## src/rtl/bm_pkg.sv

```systemverilog
package bm_pkg;
    localparam int DW = 32;

    typedef enum logic {
        CH_IDLE = 1'b0,
        CH_RUN  = 1'b1
    } ch_state_e;

    typedef enum logic [1:0] {
        SZ_BYTE = 2'd0,
        SZ_HALF = 2'd1,
        SZ_WORD = 2'd2,
        SZ_BAD  = 2'd3
    } acc_size_e;

    localparam logic [2:0] OFF_CMD = 3'd0;
    localparam logic [2:0] OFF_STS = 3'd2;
    localparam logic [2:0] OFF_PTR = 3'd4;

    localparam int CMD_GO  = 0;
    localparam int CMD_DIR = 3;
    localparam int STS_ACT = 0;
    localparam int STS_FLT = 1;
    localparam int STS_INT = 2;

    localparam logic [7:0] STS_RESET = 8'h60;
endpackage

```

## src/rtl/bm_decode.sv

```systemverilog
module bm_decode
    import bm_pkg::*;
#(
    parameter int NCHAN = 2,
    parameter int AW    = 4,
    localparam int CW   = AW - 3
) (
    input  logic            req_valid,
    input  logic            req_write,
    input  logic            io_en,
    input  logic [AW-1:0]   req_addr,
    input  logic [1:0]      req_size,
    output logic [NCHAN-1:0] wr_cmd,
    output logic [NCHAN-1:0] wr_sts,
    output logic [NCHAN-1:0] wr_ptr,
    output logic            acc_err,
    output logic            rd_ok,
    output logic [CW-1:0]   ch_idx
);
    logic [2:0] off;
    logic       live;
    logic       ch_bad;
    logic       w_bad;
    logic       r_bad;
    acc_size_e  sz;

    always_comb begin
        ch_idx = req_addr[AW-1:3];
        off    = req_addr[2:0];
        sz     = acc_size_e'(req_size);
        live   = req_valid && io_en;
        ch_bad = (int'(ch_idx) >= NCHAN);

        // pointer half wants a full aligned word, byte half wants bytes
        if (off[2])
            w_bad = (off[1:0] != 2'b00) || (sz != SZ_WORD);
        else
            w_bad = (sz != SZ_BYTE);
        w_bad = w_bad || ch_bad;

        r_bad = ch_bad || (sz == SZ_BAD)
              || ((sz == SZ_HALF) && off[0])
              || ((sz == SZ_WORD) && (off[1:0] != 2'b00));

        acc_err = live && (req_write ? w_bad : r_bad);
        rd_ok   = live && !req_write && !r_bad;
    end

    for (genvar i = 0; i < NCHAN; i++) begin : g_sel
        logic hit;
        assign hit       = live && req_write && !w_bad && (int'(ch_idx) == i);
        assign wr_cmd[i] = hit && (off == OFF_CMD);
        assign wr_sts[i] = hit && (off == OFF_STS);
        assign wr_ptr[i] = hit && (off == OFF_PTR);
    end
endmodule

```

## src/rtl/bm_chan.sv

```systemverilog
module bm_chan
    import bm_pkg::*;
(
    input  logic          clk,
    input  logic          rst_n,
    input  logic          wr_cmd,
    input  logic          wr_sts,
    input  logic          wr_ptr,
    input  logic [DW-1:0] wdata,
    input  logic          done,
    input  logic          fault,
    input  logic          drv_in,
    output logic [7:0]    cmd_q,
    output logic [7:0]    sts_q,
    output logic [DW-1:0] ptr_q,
    output logic          start_p,
    output logic [DW-1:0] start_ptr,
    output logic          abort_p,
    output logic          abort_drv,
    output logic          int_flag
);
    ch_state_e   st, st_nx;
    logic        go_start, go_stop;
    logic        dir_q;
    logic [7:0]  cmd_misc_q;
    logic [4:0]  sts_hi_q;
    logic        int_q, flt_q;
    logic [DW-1:0] ptr_r;

    // next-state logic
    always_comb begin
        st_nx    = st;
        go_start = 1'b0;
        go_stop  = 1'b0;
        unique case (st)
            CH_IDLE: begin
                if (!done && wr_cmd && wdata[CMD_GO]) begin
                    st_nx    = CH_RUN;
                    go_start = 1'b1;
                end
            end
            CH_RUN: begin
                if (done) begin
                    st_nx = CH_IDLE;
                end else if (wr_cmd && !wdata[CMD_GO]) begin
                    st_nx   = CH_IDLE;
                    go_stop = 1'b1;
                end
            end
            default: st_nx = CH_IDLE;
        endcase
    end

    // state register
    always_ff @(posedge clk or negedge rst_n) begin
        if (!rst_n) st <= CH_IDLE;
        else        st <= st_nx;
    end

    // pulses toward the engine
    always_ff @(posedge clk or negedge rst_n) begin
        if (!rst_n) begin
            start_p   <= 1'b0;
            abort_p   <= 1'b0;
            start_ptr <= '0;
            abort_drv <= 1'b0;
        end else begin
            start_p <= go_start;
            abort_p <= go_stop;
            if (go_start) start_ptr <= ptr_r;
            if (go_stop)  abort_drv <= drv_in;
        end
    end

    // register contents
    always_ff @(posedge clk or negedge rst_n) begin
        if (!rst_n) begin
            dir_q      <= 1'b0;
            cmd_misc_q <= '0;
            sts_hi_q   <= STS_RESET[7:3];
            int_q      <= 1'b0;
            flt_q      <= 1'b0;
            ptr_r      <= '0;
        end else begin
            if (wr_cmd) begin
                cmd_misc_q <= wdata[7:0] & ~((8'd1 << CMD_GO) | (8'd1 << CMD_DIR));
                if (st == CH_IDLE) dir_q <= wdata[CMD_DIR];
            end
            if (wr_sts) sts_hi_q <= wdata[7:3];

            if (done)                          int_q <= 1'b1;
            else if (wr_sts && wdata[STS_INT]) int_q <= 1'b0;

            if (fault)                         flt_q <= 1'b1;
            else if (wr_sts && wdata[STS_FLT]) flt_q <= 1'b0;

            if (wr_ptr) ptr_r <= {wdata[DW-1:2], 2'b00};
        end
    end

    always_comb begin
        cmd_q          = cmd_misc_q;
        cmd_q[CMD_GO]  = (st == CH_RUN);
        cmd_q[CMD_DIR] = dir_q;
        sts_q          = {sts_hi_q, int_q, flt_q, (st == CH_RUN)};
        ptr_q          = ptr_r;
        int_flag       = int_q;
    end

    p_start_active_r5: assert property (@(posedge clk) disable iff (!rst_n)
        start_p |-> sts_q[STS_ACT]);
    p_start_single_r5: assert property (@(posedge clk) disable iff (!rst_n)
        start_p |=> !start_p);
    p_abort_idle_r6: assert property (@(posedge clk) disable iff (!rst_n)
        abort_p |-> !cmd_q[CMD_GO]);
    p_dir_locked_r7: assert property (@(posedge clk) disable iff (!rst_n)
        (cmd_q[CMD_GO] && wr_cmd) |=> $stable(cmd_q[CMD_DIR]));
    p_act_readonly_r8: assert property (@(posedge clk) disable iff (!rst_n)
        (wr_sts && !done) |=> $stable(sts_q[STS_ACT]));
    p_done_r9: assert property (@(posedge clk) disable iff (!rst_n)
        done |=> (sts_q[STS_INT] && !sts_q[STS_ACT] && !cmd_q[CMD_GO] && !abort_p));
    p_fault_r10: assert property (@(posedge clk) disable iff (!rst_n)
        fault |=> sts_q[STS_FLT]);
    p_pulse_excl_r6: assert property (@(posedge clk) disable iff (!rst_n)
        !(start_p && abort_p));
endmodule

```

## src/rtl/bm_dma_regs.sv

```systemverilog
module bm_dma_regs
    import bm_pkg::*;
#(
    parameter int NCHAN = 2,
    localparam int CW   = (NCHAN > 1) ? $clog2(NCHAN) : 1,
    localparam int AW   = CW + 3
) (
    input  logic               clk,
    input  logic               rst_n,
    input  logic               io_en,
    input  logic               req_valid,
    input  logic               req_write,
    input  logic [AW-1:0]      req_addr,
    input  logic [1:0]         req_size,
    input  logic [DW-1:0]      req_wdata,
    output logic               rsp_valid,
    output logic               rsp_err,
    output logic [DW-1:0]      rsp_rdata,
    input  logic [NCHAN-1:0]   drv_sel,
    input  logic [NCHAN-1:0]   dma_done,
    input  logic [NCHAN-1:0]   dma_err,
    output logic [NCHAN-1:0]   start_pulse,
    output logic [NCHAN*DW-1:0] start_ptr,
    output logic [NCHAN-1:0]   abort_pulse,
    output logic [NCHAN-1:0]   abort_drv,
    output logic               irq
);
    logic [NCHAN-1:0] wr_cmd, wr_sts, wr_ptr, int_v;
    logic             acc_err, rd_ok;
    logic [CW-1:0]    ch_idx;
    logic [7:0]       cmd_a [NCHAN];
    logic [7:0]       sts_a [NCHAN];
    logic [DW-1:0]    ptr_a [NCHAN];
    logic [DW-1:0]    word_sel, shaped;

    bm_decode #(.NCHAN(NCHAN), .AW(AW)) u_dec (
        .req_valid (req_valid),
        .req_write (req_write),
        .io_en     (io_en),
        .req_addr  (req_addr),
        .req_size  (req_size),
        .wr_cmd    (wr_cmd),
        .wr_sts    (wr_sts),
        .wr_ptr    (wr_ptr),
        .acc_err   (acc_err),
        .rd_ok     (rd_ok),
        .ch_idx    (ch_idx)
    );

    for (genvar i = 0; i < NCHAN; i++) begin : g_ch
        bm_chan u_ch (
            .clk       (clk),
            .rst_n     (rst_n),
            .wr_cmd    (wr_cmd[i]),
            .wr_sts    (wr_sts[i]),
            .wr_ptr    (wr_ptr[i]),
            .wdata     (req_wdata),
            .done      (dma_done[i]),
            .fault     (dma_err[i]),
            .drv_in    (drv_sel[i]),
            .cmd_q     (cmd_a[i]),
            .sts_q     (sts_a[i]),
            .ptr_q     (ptr_a[i]),
            .start_p   (start_pulse[i]),
            .start_ptr (start_ptr[i*DW +: DW]),
            .abort_p   (abort_pulse[i]),
            .abort_drv (abort_drv[i]),
            .int_flag  (int_v[i])
        );
    end

    always_comb begin
        word_sel = '0;
        for (int i = 0; i < NCHAN; i++) begin
            if (int'(ch_idx) == i)
                word_sel = req_addr[2] ? ptr_a[i] : {8'h00, sts_a[i], 8'h00, cmd_a[i]};
        end
        shaped = word_sel >> {req_addr[1:0], 3'b000};
        unique case (acc_size_e'(req_size))
            SZ_BYTE: shaped = shaped & 32'h0000_00FF;
            SZ_HALF: shaped = shaped & 32'h0000_FFFF;
            default: shaped = shaped;
        endcase
    end

    always_ff @(posedge clk or negedge rst_n) begin
        if (!rst_n) begin
            rsp_valid <= 1'b0;
            rsp_err   <= 1'b0;
            rsp_rdata <= '0;
        end else begin
            rsp_valid <= req_valid;
            rsp_err   <= acc_err;
            rsp_rdata <= rd_ok ? shaped : '0;
        end
    end

    assign irq = |int_v;

    p_rsp_follows_r13: assert property (@(posedge clk) disable iff (!rst_n)
        req_valid |=> rsp_valid);
    p_rsp_quiet_r13: assert property (@(posedge clk) disable iff (!rst_n)
        !req_valid |=> !rsp_valid);
    p_noio_quiet_r11: assert property (@(posedge clk) disable iff (!rst_n)
        (req_valid && !io_en) |=> (!rsp_err && rsp_rdata == '0
                                    && start_pulse == '0 && abort_pulse == '0));
    p_irq_level_r12: assert property (@(posedge clk) disable iff (!rst_n)
        (dma_done != '0) |=> irq);
endmodule

```

## config.mk

```make
export PLATFORM = sky130hd
export DESIGN_NAME = bm_dma_regs
export DESIGN_NICKNAME = d
export VERILOG_FILES = /design/src/rtl/bm_pkg.sv /design/src/rtl/bm_decode.sv /design/src/rtl/bm_chan.sv /design/src/rtl/bm_dma_regs.sv
export SDC_FILE = /design/constraint.sdc
export NUM_CORES = 1
export LEC_CHECK = 0
export CORE_MARGIN = 1
export CORE_UTILIZATION = 35
export CTS_CLUSTER_SIZE = 10
export DETAILED_ROUTE_END_ITERATION = 7
export PLACE_DENSITY_LB_ADDON = 0.1
export SLEW_MARGIN = 5
export SYNTH_ARGS = -nofsm -noshare
export SYNTH_HDL_FRONTEND = slang
export SYNTH_SLANG_ARGS = --single-unit
```

## constraint.sdc

```tcl
create_clock -name clk -period 1.6 [get_ports clk]
set_input_delay 0.32 -clock clk [delete_from_list [all_inputs] [get_ports clk]]
set_output_delay 0.32 -clock clk [all_outputs]
set_load 0.01 [all_outputs]
```

==> metrics.txt, run 1 <==
status finished clean; Slew Viols, Final 0; antenna violations before repair 0; proportion of register bits with asynchronous set or reset after synthesis 100%; library cell appearing most often on the critical path sky130_fd_sc_hd__buf_6; most numerous cell in the Yosys netlist sky130_fd_sc_hd__dfrtp_1; Final Hold Violating Endpoints 0; Boundary Pins 154; mean area per synthesized cell 14.8 um^2; number of synthesis warnings 0; share of Yosys cell area claimed by the top area cell type between 50% and 60%; timing-limited maximum frequency ~640 MHz; # rows 55; total negative setup slack 0 ps; number of different library cells in the post-synthesis netlist 47; wire length of the first global-routing pass approximately 35 mm; first drt pass iteration count 4; DR top layer met4; maximum fanout along the worst path 7; Static Leakage between 5 and 6 nW; cell types with the highest counts after synthesis 186 x sky130_fd_sc_hd__dfrtp_1, 112 x sky130_fd_sc_hd__mux2_2, 35 x sky130_fd_sc_hd__nor2_1, 30 x sky130_fd_sc_hd__mux2_4, 27 x sky130_fd_sc_hd__mux2i_1; first element of the critical path req_size[0]; Final GP Congestion 0.826; CORE AREA around 0.023 mm^2; peak ir drop on the vdd network approximately 0.71 mV; final routed wire length divided by cell count between 20 and 25 um; initial cell density of the core around 36%; post-route cell area around 0.011 mm^2; Worst-Skew Late Latency around 430 ps; Post-Synthesis Cells between 500 and 600; layout overhead on the synthesized area 39.0%; peak per-stage delay on the critical path approximately 340 ps; source of the worst hold timing path req_valid; NumNets Final ~830; global routing usage summed across all routing layers 19.7%; maxcap violations 0; met3 wirelength from detailed routing between 600 and 700 um; Reg clk slew, reported paths 70 ps; data arrival time of the critical path 1880 ps; Main synth FF type sky130_fd_sc_hd__dfrtp_1; final setup fails 0; cells taking the most area after synthesis sky130_fd_sc_hd__dfrtp_1 56%, sky130_fd_sc_hd__mux2_2 15%, sky130_fd_sc_hd__mux2_4 5.5%, sky130_fd_sc_hd__mux2i_1 3.3%, sky130_fd_sc_hd__mux4_2 3.0%; cell area after technology mapping just over 0.008 mm^2; H-tree level count 4; antenna diode instance count 0; vias in the first global route ~5700; Inserted Clock Buffers 17; die height between 150 and 200 um; total placed instance area 0.0107 mm^2; maximum number of pins on one net before global-route repair 54; Die ar. between 0.02 and 0.025 mm^2; sequential fraction of the synthesis area 57.6%; final core area utilization around 50%; dpl ws -923 ps; sequence of cells on the critical path clkdlybuf4s15_1, buf_6, nand4b_1, nor3_4, buf_6, buf_4, buf_12, mux2_2; unrepaired setup endpoints after global routing false; total power of the final layout 10.1 mW; Met2 Wirelength between 10 and 15 mm; fin worst setup slack about 32 ps; die width approximately 160 um; count of flip-flops with a built-in enable after synthesis 0; Worst Setup Start Kind primary input; Hold WS around 280 ps; flop and latch count out of synthesis 190; CTS Root Cell sky130_fd_sc_hd__clkbuf_16; HPWL after DPL approximately 16 mm; power density over the cells 883 mW/mm^2; via count of the routed design 5363; Worst Path Required about 1900 ps; GRT overflow 0; final period demand of the worst path 1570 ps; DRC violations left 0; Crit Path Class primary input to register; antenna-violating nets left 0; ratio of cells with drive above 1 in the final layout approximately 40%; clock tree from TritonCTS built; number of violations reported at the end of detailed-routing iteration 0 roughly 280; vias per std cell 4.87; number of standard cells in the layout, taps in and fillers out 1102; total length of routed wires 23.0 mm; Worst path slowest cell sky130_fd_sc_hd__mux2_2; IO buf count between 100 and 150; placed cell count around 1100; Reg-to-Reg Start g_ch[1].u_ch.flt_q; cell taking the most area after synthesis sky130_fd_sc_hd__dfrtp_1; kind of capture point of the worst setup path register; Post-Route Skew roughly 9 ps; CTS Sinks 190; maximum root-to-sink buffer count 2; WL met1 ~11 mm; worst min-delay path category primary input to register; Final period util a little over nine tenths
cells by family after synthesis:
| group | synth area share, % |
|---|---|
| flops | 57.6 |
| mux | 28.8 |
| buf+inv | 3.41 |
| simple gates | 6.33 |
| compound gates | 3.80 |
| other cells | 0.0454 |
state kept, by name (all words and copies together), names as in the netlist, 10 cells and up:
name	cells
g_ch.u_ch.ptr_q	60
g_ch.u_ch.start_ptr	60
rsp_rdata	32
g_ch.u_ch.cmd_misc_q	12
g_ch.u_ch.sts_hi_q	10
per-layer routing:
| metal | vias up | global-route usage, % |
|---|---|---|
| li1 | 2434 | - |
| met1 | 2789 | 27.3 |
| met2 | 118 | 31.8 |
| met3 | 22 | 3.11 |
| met4 | 0 | 6.30 |
| met5 | - | 0 |
final timing paths:
check                      slack (ps)  depth (start not counted)                        to
setup / recovery                   30                          8    g_ch[0].u_ch.ptr_q[30]
hold / removal                    280                          2                 rsp_valid
setup reg to reg                   60                          4              rsp_rdata[1]
hold reg to reg                   480                          1        g_ch[0].u_ch.flt_q
max in group asynchronous         610                          3  g_ch[0].u_ch.sts_hi_q[3]
min in group asynchronous         370                          2    g_ch[0].u_ch.ptr_q[12]
repair_timing:
item / 4_1_cts / 5_1_grt
pin swaps: 6 / 4
setup endpoints to repair: 286 / 96
resized for setup: 135 / 12
buffers inserted: 9 / 4
gates cloned: 4 / 2
hold endpoints to repair: 28 / 0
hold buffers: 1 / 0
critical path, delay by kind of cell:
family | cells | cell delay, ps
muxes | 1 | 340
and+or+nand+nor | 2 | 480
buffers and inverters | 5 | 730
placed cells by master, fill, tap and decap left out, types with 3 or more instances in the layout:
master / netlist / routed
sky130_fd_sc_hd__clkdlybuf4s50_1: 0 / 37
sky130_fd_sc_hd__o22a_1: 5 / 5
sky130_fd_sc_hd__buf_6: 6 / 6
sky130_fd_sc_hd__nor3_4: 2 / 3
sky130_fd_sc_hd__mux2_2: 112 / 93
sky130_fd_sc_hd__buf_4: 15 / 59
sky130_fd_sc_hd__mux4_2: 11 / 11
sky130_fd_sc_hd__nor2_1: 35 / 34
sky130_fd_sc_hd__nand3_2: 2 / 3
sky130_fd_sc_hd__nor3_1: 4 / 3
sky130_fd_sc_hd__buf_2: 15 / 5
sky130_fd_sc_hd__clkbuf_8: 0 / 4
sky130_fd_sc_hd__clkbuf_16: 0 / 19
sky130_fd_sc_hd__conb_1: 1 / 4
sky130_fd_sc_hd__a311oi_1: 3 / 3
sky130_fd_sc_hd__dfstp_2: 4 / 4
sky130_fd_sc_hd__a21oi_1: 8 / 8
sky130_fd_sc_hd__nand2_1: 22 / 20
sky130_fd_sc_hd__mux2i_1: 27 / 26
sky130_fd_sc_hd__dfrtp_1: 186 / 186
sky130_fd_sc_hd__a21o_1: 5 / 5
sky130_fd_sc_hd__mux2_1: 13 / 4
sky130_fd_sc_hd__nor2b_1: 4 / 4
sky130_fd_sc_hd__buf_12: 0 / 17
sky130_fd_sc_hd__clkinv_4: 0 / 3
sky130_fd_sc_hd__mux2_4: 30 / 58
sky130_fd_sc_hd__o211a_1: 5 / 5
sky130_fd_sc_hd__nand2b_1: 3 / 3
sky130_fd_sc_hd__dlygate4sd2_1: 0 / 103
power breakdown:
part	switching [mW]	internal, mW
Combinational	0.403	0.397
Clock	1.89	2.45
Sequential	0.0820	4.91
Total	2.38	7.76
layout make-up:
type / count / area (um^2)
Clock inverter: 11 / 131
Inverter: 2 / 7.51
Clock buffer: 21 / 470
Fill cell: 2039 / 11400
Multi-Input combinational cell: 329 / 3420
Timing Repair Buffer: 236 / 2300
Sequential cell: 190 / 4760
Tap cell: 313 / 392
(Power assumes the default switching activity.)
==> inputs of run 2 (changes only) <==
--- a/config.mk
+++ b/config.mk
@@ -10,4 +10,5 @@
 export CTS_CLUSTER_SIZE = 10
 export DETAILED_ROUTE_END_ITERATION = 7
+export HOLD_SLACK_MARGIN = 0.03
 export PLACE_DENSITY_LB_ADDON = 0.1
 export SLEW_MARGIN = 5
==> constraint.sdc (replaced) <==
create_clock -name clk -period 1.6 [get_ports clk]
set_input_delay 0.24 -clock clk [delete_from_list [all_inputs] [get_ports clk]]
set_output_delay 0.24 -clock clk [all_outputs]
set_load 0.02 [all_outputs]
==> run 2 against run 1 <==
Clock skew is 0.73 ps lower. Register-to-register slack lost 50 ps. Critical endpoint is now rsp_rdata[17]. Critical path type is now register to register. Sequential share of layout area up 0.37 points. Highest routed layer unchanged. Non-clock buffer count increased by 1. Critical path depth is 3 lower. Global-route usage down 0.073 points.
==> metrics.txt, run 2 (synthesis gave the netlist of run 1 again) <==
CTS Sinks 190 (unchanged); CORE AREA 0.0229 mm^2 (unchanged); first drt pass iteration count 5 (was 4); final period demand of the worst path 1590 ps (was 1570 ps); maximum root-to-sink buffer count 2 (unchanged); Worst Setup Start Kind register (was primary input); Crit Path Class register to register (was primary input to register); status finished clean (unchanged); initial cell density of the core 36.0% (unchanged); final routed wire length divided by cell count 20.4 um (was 20.9 um); Worst path slowest cell sky130_fd_sc_hd__mux4_2 (was sky130_fd_sc_hd__mux2_2); commonest cells after routing, fill and taps aside 186 x sky130_fd_sc_hd__dfrtp_1, 103 x sky130_fd_sc_hd__dlygate4sd2_1, 93 x sky130_fd_sc_hd__mux2_2 (unchanged); IO buf count 149 (unchanged); sequence of cells on the critical path mux4_2, nor2b_1, a31oi_1, buf_4, nor2_2 (was clkdlybuf4s15_1, buf_6, nand4b_1, nor3_4, buf_6, buf_4, buf_12, mux2_2); maximum fanout along the worst path 3 (was 7); total power of the final layout 10.1 mW (about the same); worst min-delay path category primary input to register (unchanged); die width 156 um (unchanged); layout overhead on the synthesized area 37.8% (was 39.0%); Final GP Congestion 0.780 (was 0.826); peak ir drop on the vdd network 0.719 mV (was 0.707 mV); most frequent standard cell in the layout excluding fill and tap cells sky130_fd_sc_hd__dfrtp_1 (unchanged); Hold WS 190 ps (was 277 ps); total negative setup slack 0 ps (unchanged); kind of capture point of the worst setup path register (unchanged); die height 156 um (unchanged); Final Hold Violating Endpoints 0 (unchanged); unrepaired setup endpoints after global routing true (was false); maximum number of pins on one net before global-route repair 55 (was 54); Reg clk slew, reported paths 70 ps (about the same); clock tree from TritonCTS built (unchanged); vias per std cell 4.86 (was 4.87); ratio of cells with drive above 1 in the final layout 39.0% (was 40.1%); data arrival time of the critical path 1900 ps (was 1880 ps); Worst Path Required 1910 ps (about the same); NumNets Final 826 (was 825); DRC violations left 0 (unchanged); total length of routed wires 22.5 mm (was 23.0 mm); CTS Root Cell sky130_fd_sc_hd__clkbuf_16 (unchanged); Inserted Clock Buffers 17 (unchanged); Final period util 99.4% (was 98.0%); wire length of the first global-routing pass 35.0 mm (was 34.8 mm); Static Leakage 5.93 nW (was 5.97 nW); via count of the routed design 5360 (was 5363); power density over the cells 889 mW/mm^2 (was 883 mW/mm^2); Slew Viols, Final 0 (unchanged); Post-Route Skew 8.43 ps (was 9.16 ps); peak per-stage delay on the critical path 550 ps (was 340 ps); HPWL after DPL 16.0 mm (was 15.9 mm); final core area utilization 49.7% (was 50.1%); maxcap violations 0 (unchanged); Worst-Skew Late Latency 430 ps (about the same); Boundary Pins 154 (unchanged); final setup fails 0 (unchanged); Die ar. 0.0242 mm^2 (unchanged); antenna violations before repair 0 (unchanged); GRT overflow 0 (unchanged); vias in the first global route 5800 (was 5710); global routing usage summed across all routing layers 19.6% (was 19.7%); H-tree level count 4 (unchanged); # rows 55 (unchanged); number of violations reported at the end of detailed-routing iteration 0 249 (was 279); antenna-violating nets left 0 (unchanged); timing-limited maximum frequency 629 MHz (was 638 MHz)
-- run 2: layout make-up --
| cell class | instances | area [um^2] |
|---|---|---|
| fill | 2018 | 11500 |
| sequential | 190 | 4760 |
| multi-input combinational | 329 | 3360 |
| timing repair buffer | 237 | 2270 |
| clock buffer | 21 | 460 |
| tap | 313 | 392 |
| clock inverter | 11 | 131 |
| inverter | 2 | 7.51 |
| antenna | 1 | 2.50 |
-- run 2: per-stage QoR --
step                      instance area [um^2]  setup WS, ps  std cells
after CTS                                11400          1.65       1104
after floorplan                           8400          -164        562
final                                    11400          10.2       1104
after detailed placement                 10800          -830       1060
after global placement                   10800          -832       1060
after global routing                     11400         -45.7       1103
-- run 2: layer usage --
| metal | vias to the layer above | global-route usage (%) | part of all wire (%) |
|---|---|---|---|
| met1 | 2770 | 26.8 | 46 |
| li1 | 2443 | - | - |
| met5 | - | 0 | 0 |
| met3 | 21 | 3.47 | 4.1 |
| met4 | 0 | 6.30 | 1.7 |
| met2 | 126 | 31.8 | 48 |
-- run 2: final timing paths --
kind	end	cells after the start	start	slack, ps
max in group asynchronous	g_ch[1].u_ch.sts_hi_q[3]	3	rst_n	720
max reg2reg	rsp_rdata[17]	5	g_ch[1].u_ch.ptr_q[17]	10
min	rsp_valid	2	req_valid	190
min in group asynchronous	g_ch[1].u_ch.start_ptr[20]	2	rst_n	270
max	rsp_rdata[17]	5	g_ch[1].u_ch.ptr_q[17]	10
min reg2reg	g_ch[1].u_ch.flt_q	1	g_ch[1].u_ch.flt_q	470
-- run 2: power by group --
group	switching (mW)	leakage, nW	internal, mW	total [mW]
clock network	1.91	0.286	2.41	4.32
registers	0.0864	2.60	4.91	5.00
logic	0.402	3.04	0.401	0.804
-- run 2: worst max-delay path, delay by kind of cell (launching register included) --
| kind | cells | cell delay, ps |
|---|---|---|
| DFF | 1 | 380 |
| buffers and inverters | 1 | 150 |
| muxes | 1 | 550 |
| and+or+nand+nor | 2 | 200 |
| AOI/OAI and AO/OA | 1 | 190 |
-- run 2: repair_timing --
action | 4_1_cts | 5_1_grt
hold buffers | 1 | 0
resized for setup | 130 | 5
setup endpoints to repair | 285 | 19
pin swaps | 8 | 2
gates cloned | 3 | 0
hold endpoints to repair | 97 | 0
setup buffers | 9 | 1
==> inputs of run 3 (changes only) <==
- CORE_MARGIN: 1 -> 3
- clock period: 1.6 -> 1.5 ns (I/O delays scaled with it)
==> run 3 against run 2 <==
The flow now finishes with violations (negative setup slack). Clock-buffer cell count fell by 3. Clock power rose by 9.7%. Hold slack worse by 12 ps. Sequential cell count stayed put. Combinational power up 15%. Utilization is 1.4 points higher. Wire length grew 1.9%. Via count increased by 1.2%. Critical path depth shrank 1. Clock skew up 7.4 ps. Global-route usage shrank 1.1 points. Critical path type unchanged. Highest routed layer unchanged.
==> metrics.txt, run 3 (synthesis gave the netlist of run 1 again) <==
Worst R2R Setup Slack -40 ps (was 10 ps); first drt pass iteration count 4 (was 5); Boundary Pins 154 (unchanged); Reg-to-Reg Start g_ch[1].u_ch.st (was g_ch[1].u_ch.ptr_q[17]); final period demand of the worst path 1540 ps (was 1590 ps); clock tree from TritonCTS built (unchanged); Slew Viols, Final 0 (unchanged); family with the most delay on the worst path flip-flops (was multiplexers); maximum root-to-sink buffer count 2 (unchanged); Static Leakage 6.02 nW (was 5.93 nW); first element of the critical path g_ch[1].u_ch.st (was g_ch[1].u_ch.ptr_q[17]); CTS Sinks 190 (unchanged); Final GP Congestion 0.794 (was 0.780); maximum number of pins on one net before global-route repair 52 (was 55); fin worst setup slack -41.6 ps (was 10.2 ps); Die ar. 0.0255 mm^2 (was 0.0242 mm^2); antenna-violating nets left 0 (unchanged); Final period util 103% (was 99.4%); peak per-stage delay on the critical path 430 ps (was 550 ps); kind of capture point of the worst setup path register (unchanged); Final Hold Violating Endpoints 0 (unchanged); global routing usage summed across all routing layers 18.5% (was 19.6%); worst min-delay path category primary input to register (unchanged); NumNets Final 837 (was 826); Worst path slowest cell sky130_fd_sc_hd__dfrtp_1 (was sky130_fd_sc_hd__mux4_2); # rows 55 (unchanged); Worst Setup EP g_ch[1].u_ch.start_ptr[24] (was rsp_rdata[17]); Crit Path Class register to register (unchanged); wire length of the first global-routing pass 36.3 mm (was 35.0 mm); CTS Root Cell sky130_fd_sc_hd__clkbuf_16 (unchanged); total power of the final layout 11.0 mW (was 10.1 mW); GRT overflow 0 (unchanged); Hold WS 178 ps (was 190 ps); number of violations reported at the end of detailed-routing iteration 0 199 (was 249); power density over the cells 940 mW/mm^2 (was 889 mW/mm^2); violated checks negative setup slack; vias in the first global route 5956 (was 5800); status finished, violations left (was finished clean); worst slew pin tran roughly 500 ps; initial cell density of the core 36.0% (unchanged); IO buf count 149 (unchanged); vias per std cell 4.87 (was 4.86); commonest cells after routing, fill and taps aside 186 x sky130_fd_sc_hd__dfrtp_1, 104 x sky130_fd_sc_hd__dlygate4sd2_1, 85 x sky130_fd_sc_hd__mux2_2 (was 186 x sky130_fd_sc_hd__dfrtp_1, 103 x sky130_fd_sc_hd__dlygate4sd2_1, 93 x sky130_fd_sc_hd__mux2_2); die width 160 um (was 156 um); via count of the routed design 5426 (was 5360); data arrival time of the critical path 1860 ps (was 1900 ps); timing-limited maximum frequency 649 MHz (was 629 MHz); peak ir drop on the vdd network 0.618 mV (was 0.719 mV); Inserted Clock Buffers 17 (unchanged); CORE AREA 0.0229 mm^2 (unchanged); antenna violations before repair 1 (was 0); Worst Path Required 1820 ps (was 1910 ps); unrepaired setup endpoints after global routing true (unchanged); most frequent standard cell in the layout excluding fill and tap cells sky130_fd_sc_hd__dfrtp_1 (unchanged); maxcap violations 0 (unchanged); Worst Setup Start Kind register (unchanged); worst reg-to-reg path cell count 4 (was 5); total length of routed wires 22.9 mm (was 22.5 mm); final core area utilization 51.0% (was 49.7%); critical register-to-register path endpoint g_ch[1].u_ch.start_ptr[24] (was rsp_rdata[17]); final setup fails 25 (was 0); final routed wire length divided by cell count 20.6 um (was 20.4 um); ratio of cells with drive above 1 in the final layout 43.3% (was 39.0%); Post-Route Skew 15.9 ps (was 8.43 ps); Crit path buffers/inverters 2 (was 1); remaining max-slew budget at the tightest pin between 60% and 70%; DRC violations left 0 (unchanged); H-tree level count 4 (unchanged); HPWL after DPL 16.3 mm (was 16.0 mm); antenna diode instance count 0 (was 1); maximum fanout along the worst path 8 (was 3); Reg clk slew, reported paths 70 ps (about the same); Worst-Skew Late Latency 440 ps (was 430 ps); sequence of cells on the critical path nor4_4, buf_6, buf_12, mux2_4 (was mux4_2, nor2b_1, a31oi_1, buf_4, nor2_2); die height 160 um (was 156 um); WP depth 4 (was 5); layout overhead on the synthesized area 41.6% (was 37.8%)
## run 3: changes by cell type in the layout (fill, tap and decap cells not counted), sizes merged
cell and delta:
buf +10, clkbuf -2, inv +2, bufinv +1, clkdlybuf4s15 -1, diode -1, dlygate4sd2 +1
## run 3: report_power, final
group	internal (mW)	switching, mW	total (mW)
logic	0.470	0.454	0.924
clock network	2.70	2.04	4.74
registers	5.24	0.0892	5.33
## run 3: worst min path at each step
| stage | startpoint | to | slack, ps | depth (start not counted) |
|---|---|---|---|---|
| 6_report | req_valid | rsp_valid | 180 | 2 |
| 5_1_grt | req_valid | rsp_valid | 200 | 2 |
| 4_1_cts | req_valid | rsp_valid | 160 | 2 |
| 3_5_place_dp | rst_n | g_ch[1].u_ch.start_ptr[14] | 250 | 1 |
| 3_3_place_gp | rst_n | g_ch[1].u_ch.start_ptr[14] | 250 | 1 |
| 2_1_floorplan | rst_n | g_ch[0].u_ch.abort_drv | -70 | 0 |
## run 3: per-layer routing
layer	track usage [%]	part of all wire, %	up-vias	wire [um]
met5	0	0	-	0
met4	3.82	1.0	0	230
met3	3.67	3.6	15	818
met2	30.4	49	122	11100
met1	25.7	47	2824	10700
li1	-	-	2465	-
## run 3: stage by stage
step	setup slack (ps)	instance area, um^2	setup TNS (ps)	cells
detailed placement	-805	10800	-129690	1072
global route	-81.7	11700	-1890	1114
finish	-41.6	11700	-687	1114
CTS	-91.5	11600	-1120	1113
floorplan	-249	8430	-14320	562
global placement	-768	10800	-124610	1072
## run 3: layout make-up
cell class,count,area (um^2)
Clock inverter,14,178
Timing Repair Buffer,248,2390
Inverter,2,7.51
Clock buffer,18,439
Sequential cell,190,4760
Tap cell,313,392
Fill cell,1987,11200
Multi-Input combinational cell,329,3520
## run 3: timing repair
item                       4_1_cts  5_1_grt
gates resized for setup        162       23
hold buffers                     1        0
pin swaps                       12        7
setup endpoints to repair      279       98
hold endpoints to repair        42        0
cloned                           4        0
buffers inserted                 5        1
